[src/rtl/amp_stat_pkg.sv]
package amp_stat_pkg;
  localparam int unsigned EVT_W     = 7;
  localparam int unsigned STAT_W    = 8;
  localparam int unsigned ONLINE_POS = 6;
  localparam int unsigned FAN_POS    = 7;
  // event-vector positions of the three trip conditions
  localparam logic [EVT_W-1:0] TRIP_EVT_MASK = 7'b001_0011;
  localparam logic [STAT_W-1:0] ONLINE_MASK  = 8'h40;
  // flag bank reset image (restart flag in status bit 5)
  localparam logic [EVT_W-1:0] FLAG_RST_VAL  = 7'b010_0000;

  // event vector -> health-word positions (online slot left at 0)
  function automatic logic [STAT_W-1:0] evt_to_word(input logic [EVT_W-1:0] e);
    return {e[EVT_W-1], 1'b0, e[EVT_W-2:0]};
  endfunction

  // health-word positions -> flag-bank order (drops online slot)
  function automatic logic [EVT_W-1:0] word_to_flags(input logic [STAT_W-1:0] w);
    return {w[FAN_POS], w[ONLINE_POS-1:0]};
  endfunction
endpackage

[src/rtl/amp_rst_sync.sv]
module amp_rst_sync #(
  parameter int unsigned STAGES = 2
) (
  input  logic clk,
  input  logic rst_n,
  output logic rst_q_n
);
  logic [STAGES-1:0] chain_q;
  logic [STAGES-1:0] chain_d;

  always_comb begin
    chain_d = {chain_q[STAGES-2:0], 1'b1};
  end

  always_ff @(posedge clk or negedge rst_n) begin
    if (!rst_n) chain_q <= '0;
    else        chain_q <= chain_d;
  end

  assign rst_q_n = chain_q[STAGES-1];
endmodule

[src/rtl/amp_sticky_bank.sv]
module amp_sticky_bank #(
  parameter int unsigned      WIDTH   = 7,
  parameter logic [WIDTH-1:0] RST_VAL = '0
) (
  input  logic             clk,
  input  logic             rst_n,
  input  logic [WIDTH-1:0] set_vec,
  input  logic [WIDTH-1:0] clr_vec,
  output logic [WIDTH-1:0] flag_q
);
  for (genvar i = 0; i < WIDTH; i++) begin : g_flag
    logic ce;
    logic nxt;

    always_comb begin
      ce  = set_vec[i] | clr_vec[i];
      // set has priority over clear
      nxt = set_vec[i] ? 1'b1 : 1'b0;
    end

    always_ff @(posedge clk or negedge rst_n) begin
      if (!rst_n)  flag_q[i] <= RST_VAL[i];
      else if (ce) flag_q[i] <= nxt;
    end
  end
endmodule

[src/rtl/amp_online_keeper.sv]
module amp_online_keeper (
  input  logic clk,
  input  logic rst_n,
  input  logic cmd_wr,
  input  logic cmd_on,
  input  logic trip,
  output logic online_q
);
  logic ce;
  logic nxt;

  always_comb begin
    ce  = cmd_wr | trip;
    // a trip outranks any host command
    nxt = trip ? 1'b0 : cmd_on;
  end

  always_ff @(posedge clk or negedge rst_n) begin
    if (!rst_n)  online_q <= 1'b0;
    else if (ce) online_q <= nxt;
  end
endmodule

[src/rtl/amp_status_ctrl.sv]
module amp_status_ctrl
  import amp_stat_pkg::*;
#(
  parameter int unsigned RST_STAGES = 2
) (
  input  logic              clk,
  input  logic              rst_n,
  input  logic [EVT_W-1:0]  fault_evt,
  input  logic              ctl_wr,
  input  logic [STAT_W-1:0] ctl_data,
  output logic [STAT_W-1:0] status_byte,
  output logic              amp_enable
);
  logic             rst_q_n;
  logic [EVT_W-1:0] clr_vec;
  logic [EVT_W-1:0] flags;
  logic             trip;
  logic             online;

  amp_rst_sync #(.STAGES(RST_STAGES)) u_rst (
    .clk     (clk),
    .rst_n   (rst_n),
    .rst_q_n (rst_q_n)
  );

  always_comb begin
    clr_vec = ctl_wr ? word_to_flags(ctl_data) : '0;
    trip    = |(fault_evt & TRIP_EVT_MASK);
  end

  amp_sticky_bank #(.WIDTH(EVT_W), .RST_VAL(FLAG_RST_VAL)) u_flags (
    .clk     (clk),
    .rst_n   (rst_q_n),
    .set_vec (fault_evt),
    .clr_vec (clr_vec),
    .flag_q  (flags)
  );

  amp_online_keeper u_online (
    .clk      (clk),
    .rst_n    (rst_q_n),
    .cmd_wr   (ctl_wr),
    .cmd_on   (ctl_data[ONLINE_POS]),
    .trip     (trip),
    .online_q (online)
  );

  always_comb begin
    status_byte = {flags[EVT_W-1], online, flags[EVT_W-2:0]};
    amp_enable  = online;
  end
endmodule

[config.mk]
export PLATFORM = sky130hd
export DESIGN_NAME = amp_status_ctrl
export DESIGN_NICKNAME = d
export VERILOG_FILES = /design/src/rtl/amp_stat_pkg.sv /design/src/rtl/amp_rst_sync.sv /design/src/rtl/amp_sticky_bank.sv /design/src/rtl/amp_online_keeper.sv /design/src/rtl/amp_status_ctrl.sv
export SDC_FILE = /design/constraint.sdc
export NUM_CORES = 1
export LEC_CHECK = 0
export ABC_CLOCK_PERIOD_IN_PS = 1600
export BUFFER_PORTS_ARGS = -buffer_cell sky130_fd_sc_hd__buf_2
export CAP_MARGIN = 10
export CORE_AREA = 4 4 41 43
export CTS_CLUSTER_SIZE = 20
export DETAILED_ROUTE_END_ITERATION = 16
export DIE_AREA = 0 0 45 47
export SLEW_MARGIN = 10
export SYNTH_ARGS = -nofsm -noshare
export SYNTH_HDL_FRONTEND = slang
export SYNTH_HIERARCHICAL = 1
export SYNTH_SLANG_ARGS = --single-unit
[constraint.sdc]
create_clock -name clk -period 1.6 [get_ports clk]
set_input_delay 0.32 -clock clk [delete_from_list [all_inputs] [get_ports clk]]
set_output_delay 0.32 -clock clk [all_outputs]
set_load 0.005 [all_outputs]
; ---- Yosys cells after proc, flatten, opt, wreduce, memory -nomap -nowiden
; Cells that the tools add are included.
[word_totals]
in_bits = 18
output_inout_bits = 9
wordCells = 27
register_bits = 10
[op_classes]
n_bitwise = 8
reduce_logical = 1
mux = 9
[op_table]
columns = op, count
row1 = 1-bit 2-to-1 mux, 8
row2 = 1-bit OR, 8
row3 = 7-bit 2-to-1 mux, 1
row4 = 3-bit OR reduction, 1

; ---- Longest topological paths before layout
; Gate-level depths: netlist of the first run.
[logic_depth]
depth_word = 2
ltp_mapped = 3
ltp_nobuf = 3

; ---- Hierarchy
; Netlist of the first run, hierarchy kept.
[modules_own_cells]
columns = mod, seq_area_each_um2, area_per_inst_um2, cells_each, instances
row1 = amp_sticky_bank, 176.4, 255.2, 21, 1
row2 = amp_status_ctrl, 0.0, 57.6, 9, 1
row3 = amp_rst_sync, 50.0, 53.8, 3, 1
row4 = amp_online_keeper, 25.0, 38.8, 3, 1

; ---- Least setup slack after synthesis of the first run
; No wires, ideal clock.
[synth_path]
path_type = register to output
from = reg u_online.online_q
to = out status_byte[6]
required_ns = 1.280
stages_incl_launch_ff = 2
path_slack_ns = 0.766
n_path_buf = 1
t_arrival_ns = 0.514
cell_sequence = dfrtp_1 > buf_4
[synth_rtl]
columns = element, line_no
row1 = start: declaration, amp_online_keeper.sv:7  ; output logic online_q
row2 = start signal: assignment, amp_online_keeper.sv:20  ; else if (ce) online_q <= nxt;
row3 = end: declaration, amp_status_ctrl.sv:11  ; output logic [STAT_W-1:0] status_byte,
; No word-level cell between the ends.

; ---- Worst setup path after layout of the first run
[layout_path]
from = reg u_flags.flag_q[5]
to = out status_byte[5]
[layout_rtl]
columns = element, line_no
row1 = start: declaration, amp_sticky_bank.sv:9  ; output logic [WIDTH-1:0] flag_q
row2 = start signal: indexed assignment, amp_sticky_bank.sv:22  ; if (!rst_n) flag_q[i] <= RST_VAL[i];
row3 = start signal: indexed assignment, amp_sticky_bank.sv:23  ; else if (ce) flag_q[i] <= nxt;
; No word-level cell between the ends.

==> impl_metrics.toml, run 1 <==
[timing]
clock.fmax_ghz = 0.8259
post-route-period-util_pct = 75.68
hold_viol = 0
clock_skew_ns = 0.002702
period_minus_slack_ns = 1.211
setup_slack_ns = 0.3892
setup_viol = 0
slew_violations = 0
rsz0062_at_grt = "no"
setup_tns_ns = 0

[floorplan]
start_util_pct = 31.15
core_um2 = 1301
die_h_um = 47
rows = 13
die_w_um = 45
ios = 27
dieArea_um2 = 2115

[clock_network]
insertion_delay_ns = 0.26
cts_max_level = 1
clock-sinks = 10
cts-root-buf = "clkbuf_4"
cts_tree = "built"
cts_resized = 0
clockBufferDepth = 2
cts_made_buffers = 3
path_clk_slew_ns = 0.06

[cells_and_area]
area_delta_synth_final_pct = 43.83
fin_util_pct = 44.81
n_antenna_cell = 0
layout-drive-gt1-share_pct = 45.45
nFillCells = 134
final_nets = 85

[pwr]
p_leak_nw = 0.3031
p_int_mw = 0.4034
swShare_pct = 21.86
seqPwrFrac_pct = 53.9
clkPwrFrac_pct = 34.3
peakVddDrop_mv = 0.5435
p_sw_mw = 0.1129
pwr-share-comb_pct = 11.8
power-per-cell-area_nw_per_um2 = 885.4

[synthesis]
synth_area_um2 = 405.4
synth_commonest_cells = "dfrtp_1 (9), a21o_1 (7), and2_1 (7), inv_1 (7)"
synth.most_common_cell = "dfrtp_1"
synth_top_area_share_pct = 55.56
yosysTopAreaCell = "dfrtp_1"
synthArstFlopShare_pct = 100.0
synth.distinct_cells = 10
synthTopCellsByArea = "dfrtp_1 (56%), a21o_1 (13%), and2_1 (11%)"
avgSynthCellArea_um2 = 11.26
ys_ff_latch = 10
syn_nets = 54
synth_ff_type = "dfrtp_1"
synth-edff-count = 0
ys_seq_area_share_pct = 62.04
synthCells = 36
yosysWarnings = 6

[detailed_routing]
vias = 337
routed_via_density = 4.160
drt-pass1-iter-count = 2
drcViolationCount = 0
totalWireLength_um = 807
postRouteAntennaNets = 0
wl_per_cell_um = 9.963
drt_iter0_markers = 2

[worst_setup_path]
path_max_fanout = 2
cpPeakStageDelay_ns = 0.53
cpMaxStageDelayCell = "dfstp_2"
startpoint_type = "flop"
critical_path_class = "reg -> out"
critical-path-top-delay-family = "flip-flops"
cp.buffers_inverters = 1
crit_path_end_kind = "primary output"
crit_path_cell_trace = "buf_2"
required_ns = 1.28
crit_arrival_ns = 0.89

[placement]
pre_cts_slack_ns = 0.6446
post-dp-hpwl_um = 677.4
gp_congestion = 0.6196
port_buffers = 26

[outcome]
status = "finished, final reports clean"

[global_route]
overflow = 0
grt_usage_pct = 8.800
grt_pass1_vias = 318
antenna_found_initial = 0
grt_pass1_wl_mm = 1.221
grt_start_max_net_pins = 9

[job]
max_cap_viol_count = 0

[min_path]
hold_class = "reg -> async"
==> cell usage in the layout (no fill, tap or decap) <==
| cell | instances |
|---|---|
| a21o_1 | 7 |
| and2_1 | 7 |
| buf_2 | 26 |
| clkbuf_1 | 1 |
| clkbuf_4 | 3 |
| conb_1 | 1 |
| dfrtp_1 | 9 |
| dfstp_2 | 1 |
| dlygate4sd3_1 | 1 |
| inv_1 | 7 |
| mux2i_1 | 1 |
| nor2_1 | 1 |
| or3_1 | 1 |
==> per-layer routing <==
metal	vias to the layer above	track usage [%]	wire [um]
met5	-	0	0
met4	0	3.509	8
met3	2	6.897	105
met2	17	16.38	426
met1	150	6.604	266
li1	168	-	-
==> through the flow <==
| stage | hold slack [ns] | total power, mW | instance area (um^2) | instances |
|---|---|---|---|---|
| CTS | 0.1455 | 0.5303 | 583.1 | 81 |
| floorplan | 0.02441 | 0.3051 | 405.4 | 36 |
| detailed placement | 0.1095 | 0.3448 | 546.8 | 76 |
| global route | 0.1619 | 0.5529 | 583.1 | 81 |
| finish | 0.1273 | 0.5163 | 583.1 | 81 |
| global placement | 0.1068 | 0.3426 | 546.8 | 76 |
==> flip-flops by register name, indices dropped and copies added, names as in the netlist <==
signal / count
u_rst/chain_q: 2
u_flags/flag_q: 7
u_online/online_q: 1
==> power groups by stage <==
stage	clock [mW]	sequential (mW)	combinational [mW]
floorplan	0	0.284	0.0213
global placement	0	0.283	0.0593
detailed placement	0	0.284	0.0610
CTS	0.188	0.279	0.0629
global route	0.203	0.281	0.0697
finish	0.177	0.278	0.0610
==> repair_timing <==
action / CTS / global route
buffers inserted: 0 / 0
hold buffers: 1 / 0
endpoints found under the hold margin: 2 / 0
==> cell families after synthesis <==
group	after synthesis	share of synthesized area (%)
mux	1	2.469
simple gates	9	13.27
other cells	1	0.9250
flops	10	62.04
compound gates	7	12.96
buf+inv	8	8.335
==> final timing paths <==
path	slack, ns	end	depth (start not counted)	from
worst max-delay path	0.39	status_byte[5]	1	u_flags/flag_q[5]
worst min-delay path	0.13	u_flags/flag_q[1]	0	u_rst/chain_q[1]
worst max register to register	0.91	u_flags/flag_q[5]	1	u_flags/flag_q[5]
worst min register to register	0.13	u_flags/flag_q[1]	0	u_rst/chain_q[1]
max in group asynchronous	1.14	u_rst/chain_q[1]	2	rst_n
min in group clk	0.24	u_flags/flag_q[3]	2	fault_evt[3]
==> area by class of cell <==
type / count / area (um^2) / share of cell area (%)
inverters: 7 / 26.28 / 4.506
repair buffers: 27 / 140.1 / 24.03
multi-input cells: 18 / 120.1 / 20.60
well taps: 15 / 18.77 / 3.219
clock buffers: 4 / 26.28 / 4.506
flip-flops and latches: 10 / 251.5 / 43.13
(Power assumes the default switching activity.)
==> run 2, diff against run 1 <==
ABC_AREA = 1   (was default)
ABC_CLOCK_PERIOD_IN_PS = 1260   (was 1600)
PLACE_DENSITY = 0.65   (was default)
clock period = 1.26 ns   (was 1.6 ns; I/O delays follow)
==> run 2 against run 1 <==
  * Core utilization is 3.6 points higher
  * Cell count is 32% higher
  * Register-to-register slack worse by 0.32 ns
  * Critical endpoint unchanged
  * Clock skew grew 0.0046 ns
  * Flip-flop and latch count unchanged
==> impl_metrics.toml, run 2 <==
[outcome]
status = "finished, final reports clean"

[synthesis]
synthTopCellsByArea = "dfrtp_1 (50%), nand2_1 (20%), inv_1 (19%)"
synth_top_area_share_pct = 49.86
synth_area_um2 = 451.7
syn_nets = 80
avgSynthCellArea_um2 = 7.285
synth_commonest_cells = "nand2_1 (24), inv_1 (23), dfrtp_1 (9)"
synthArstFlopShare_pct = 100.0
ys_ff_latch = 10
synth_ff_type = "dfrtp_1"
synthCells = 62
ys_seq_area_share_pct = 55.68
yosysTopAreaCell = "dfrtp_1"
yosysWarnings = 6
synth.distinct_cells = 8
synth-edff-count = 0
synth.most_common_cell = "nand2_1"

[worst_setup_path]
cpMaxStageDelayCell = "dfstp_2"
required_ns = 1.01
crit_path_cell_trace = "buf_2"
crit_arrival_ns = 0.87
reg2reg_to = "u_flags/flag_q[5]"
reg2reg_from = "u_flags/flag_q[5]"
cp.buffers_inverters = 1
critical-path-top-delay-family = "flip-flops"
rr_worst_depth = 2
ff2ff_setup_slack_ns = 0.59
cpPeakStageDelay_ns = 0.52
crit_path_end_kind = "primary output"
critical_path_class = "reg -> out"
path_max_fanout = 2
startpoint_type = "flop"

[floorplan]
die_w_um = 45
ios = 27
core_um2 = 1301
start_util_pct = 34.71
rows = 13
die_h_um = 47
dieArea_um2 = 2115

[detailed_routing]
postRouteAntennaNets = 0
top_layer = "met3"
wl_met3_um = 87
wl_met1_um = 313
drcViolationCount = 0
drt-pass1-iter-count = 1
totalWireLength_um = 848
wl_per_cell_um = 7.925
drt_iter0_markers = 0
vias = 417
routed_via_density = 3.897
dr_wl_met2_um = 447

[timing]
rsz0062_at_grt = "no"
clock_skew_ns = 0.007346
setup_tns_ns = 0
setup_viol = 0
slew_violations = 0
post-route-period-util_pct = 89.26
timing.hold.ws_ns = 0.1316
clock.fmax_ghz = 0.8891
period_minus_slack_ns = 1.125
hold_viol = 0

[clock_network]
clockBufferDepth = 2
clock-sinks = 10
cts_max_level = 1
insertion_delay_ns = 0.26
path_clk_slew_ns = 0.07
cts_tree = "built"
cts-root-buf = "clkbuf_4"
cts_setup_buffers = 0
cts_made_buffers = 3

[cells_and_area]
largest-register = "u_flags/flag_q"
final_nets = 111
layout-drive-gt1-share_pct = 32.61
reg.largest.list = "u_flags/flag_q x7, u_rst/chain_q x2, u_online/online_q x1"
final_common_cell = "buf_2"
n_antenna_cell = 0
layout_common_cells = "buf_2 (26), nand2_1 (24), inv_1 (23), dfrtp_1 (9), clkbuf_4 (3)"
largest_register_ffs = 7
fin_util_pct = 48.37
area_delta_synth_final_pct = 39.34

[pwr]
p_leak_nw = 0.4287
power_mw = 0.6628
power-per-cell-area_nw_per_um2 = 1053
p_int_mw = 0.5087
swShare_pct = 23.25
p_sw_mw = 0.1541
peakVddDrop_mv = 0.5750
seqPwrFrac_pct = 53.3
clkPwrFrac_pct = 33.6
pwr-share-comb_pct = 13.1

[placement]
post-dp-hpwl_um = 737.5
gp_congestion = 0.6252
port_buffers = 26

[global_route]
grt_start_max_net_pins = 10
grt_pass1_wl_mm = 1.393
grt_usage_pct = 9.054
grt_pass1_vias = 391
antenna_found_initial = 0
overflow = 0

[job]
max_cap_viol_count = 0

[min_path]
hold_class = "reg -> async"
==> run 2: cell count changes after synthesis <==
cell     before  now
nand2_1       0   24
inv_1         7   23
a21o_1        7    0
and2_1        7    0
nor2_1        1    2
mux2i_1       1    0
or3_1         1    0
nand3_1       0    1
==> run 2: logic make-up after synthesis <==
family                 after synthesis  share of synthesized area, %
buffers and inverters               24                         20.78
flip-flops                          10                         55.68
other                                1                        0.8302
AND/OR/NAND/NOR                     27                         22.72
==> run 2: metal layers <==
| metal | vias up | GRT usage (%) |
|---|---|---|
| met5 | - | 0 |
| met3 | 0 | 2.299 |
| met2 | 17 | 17.80 |
| li1 | 224 | - |
| met4 | 0 | 3.509 |
| met1 | 176 | 9.005 |
==> run 2: how the worst max path moves through the flow <==
stage,from,endpoint,slack (ns),cells after the start
after floorplan,u_online/online_q,status_byte[6],0.49,1
after global placement,u_flags/flag_q[5],status_byte[5],0.41,1
after detailed placement,u_flags/flag_q[5],status_byte[5],0.40,1
after CTS,u_flags/flag_q[5],status_byte[5],0.13,1
after global routing,u_flags/flag_q[5],status_byte[5],0.12,1
final,u_flags/flag_q[5],status_byte[5],0.14,1
==> run 2: power groups by stage <==
| stage | clock network [mW] | logic, mW | registers (mW) |
|---|---|---|---|
| global route | 0.242 | 0.102 | 0.357 |
| finish | 0.223 | 0.0865 | 0.353 |
| global placement | 0 | 0.0828 | 0.359 |
| floorplan | 0 | 0.0335 | 0.360 |
| CTS | 0.230 | 0.0888 | 0.355 |
| detailed placement | 0 | 0.0861 | 0.360 |
==> run 2: through the flow <==
| step | instance area (um^2) | worst slack [ns] | cells |
|---|---|---|---|
| 6_report | 629.4 | 0.1353 | 107 |
| 4_1_cts | 629.4 | 0.1257 | 107 |
| 5_1_grt | 629.4 | 0.1186 | 107 |
| 3_3_place_gp | 593.1 | 0.4068 | 102 |
| 2_1_floorplan | 451.7 | 0.4937 | 62 |
| 3_5_place_dp | 593.1 | 0.4040 | 102 |
==> run 2: cell type report <==
cell class                 count  area, um^2
clock buffer                   4       26.28
fill                         137       671.9
inverter                      23       86.33
multi-input combinational     28       106.4
sequential                    10       251.5
tap                           15       18.77
timing repair buffer          27       140.1
==> run 2: timing repair <==
action / 4_1_cts / 5_1_grt
endpoints found under the hold margin: 2 / 0
setup endpoints to repair: 0 / 0
gates resized for setup: 0 / 0
hold buffers: 1 / 0
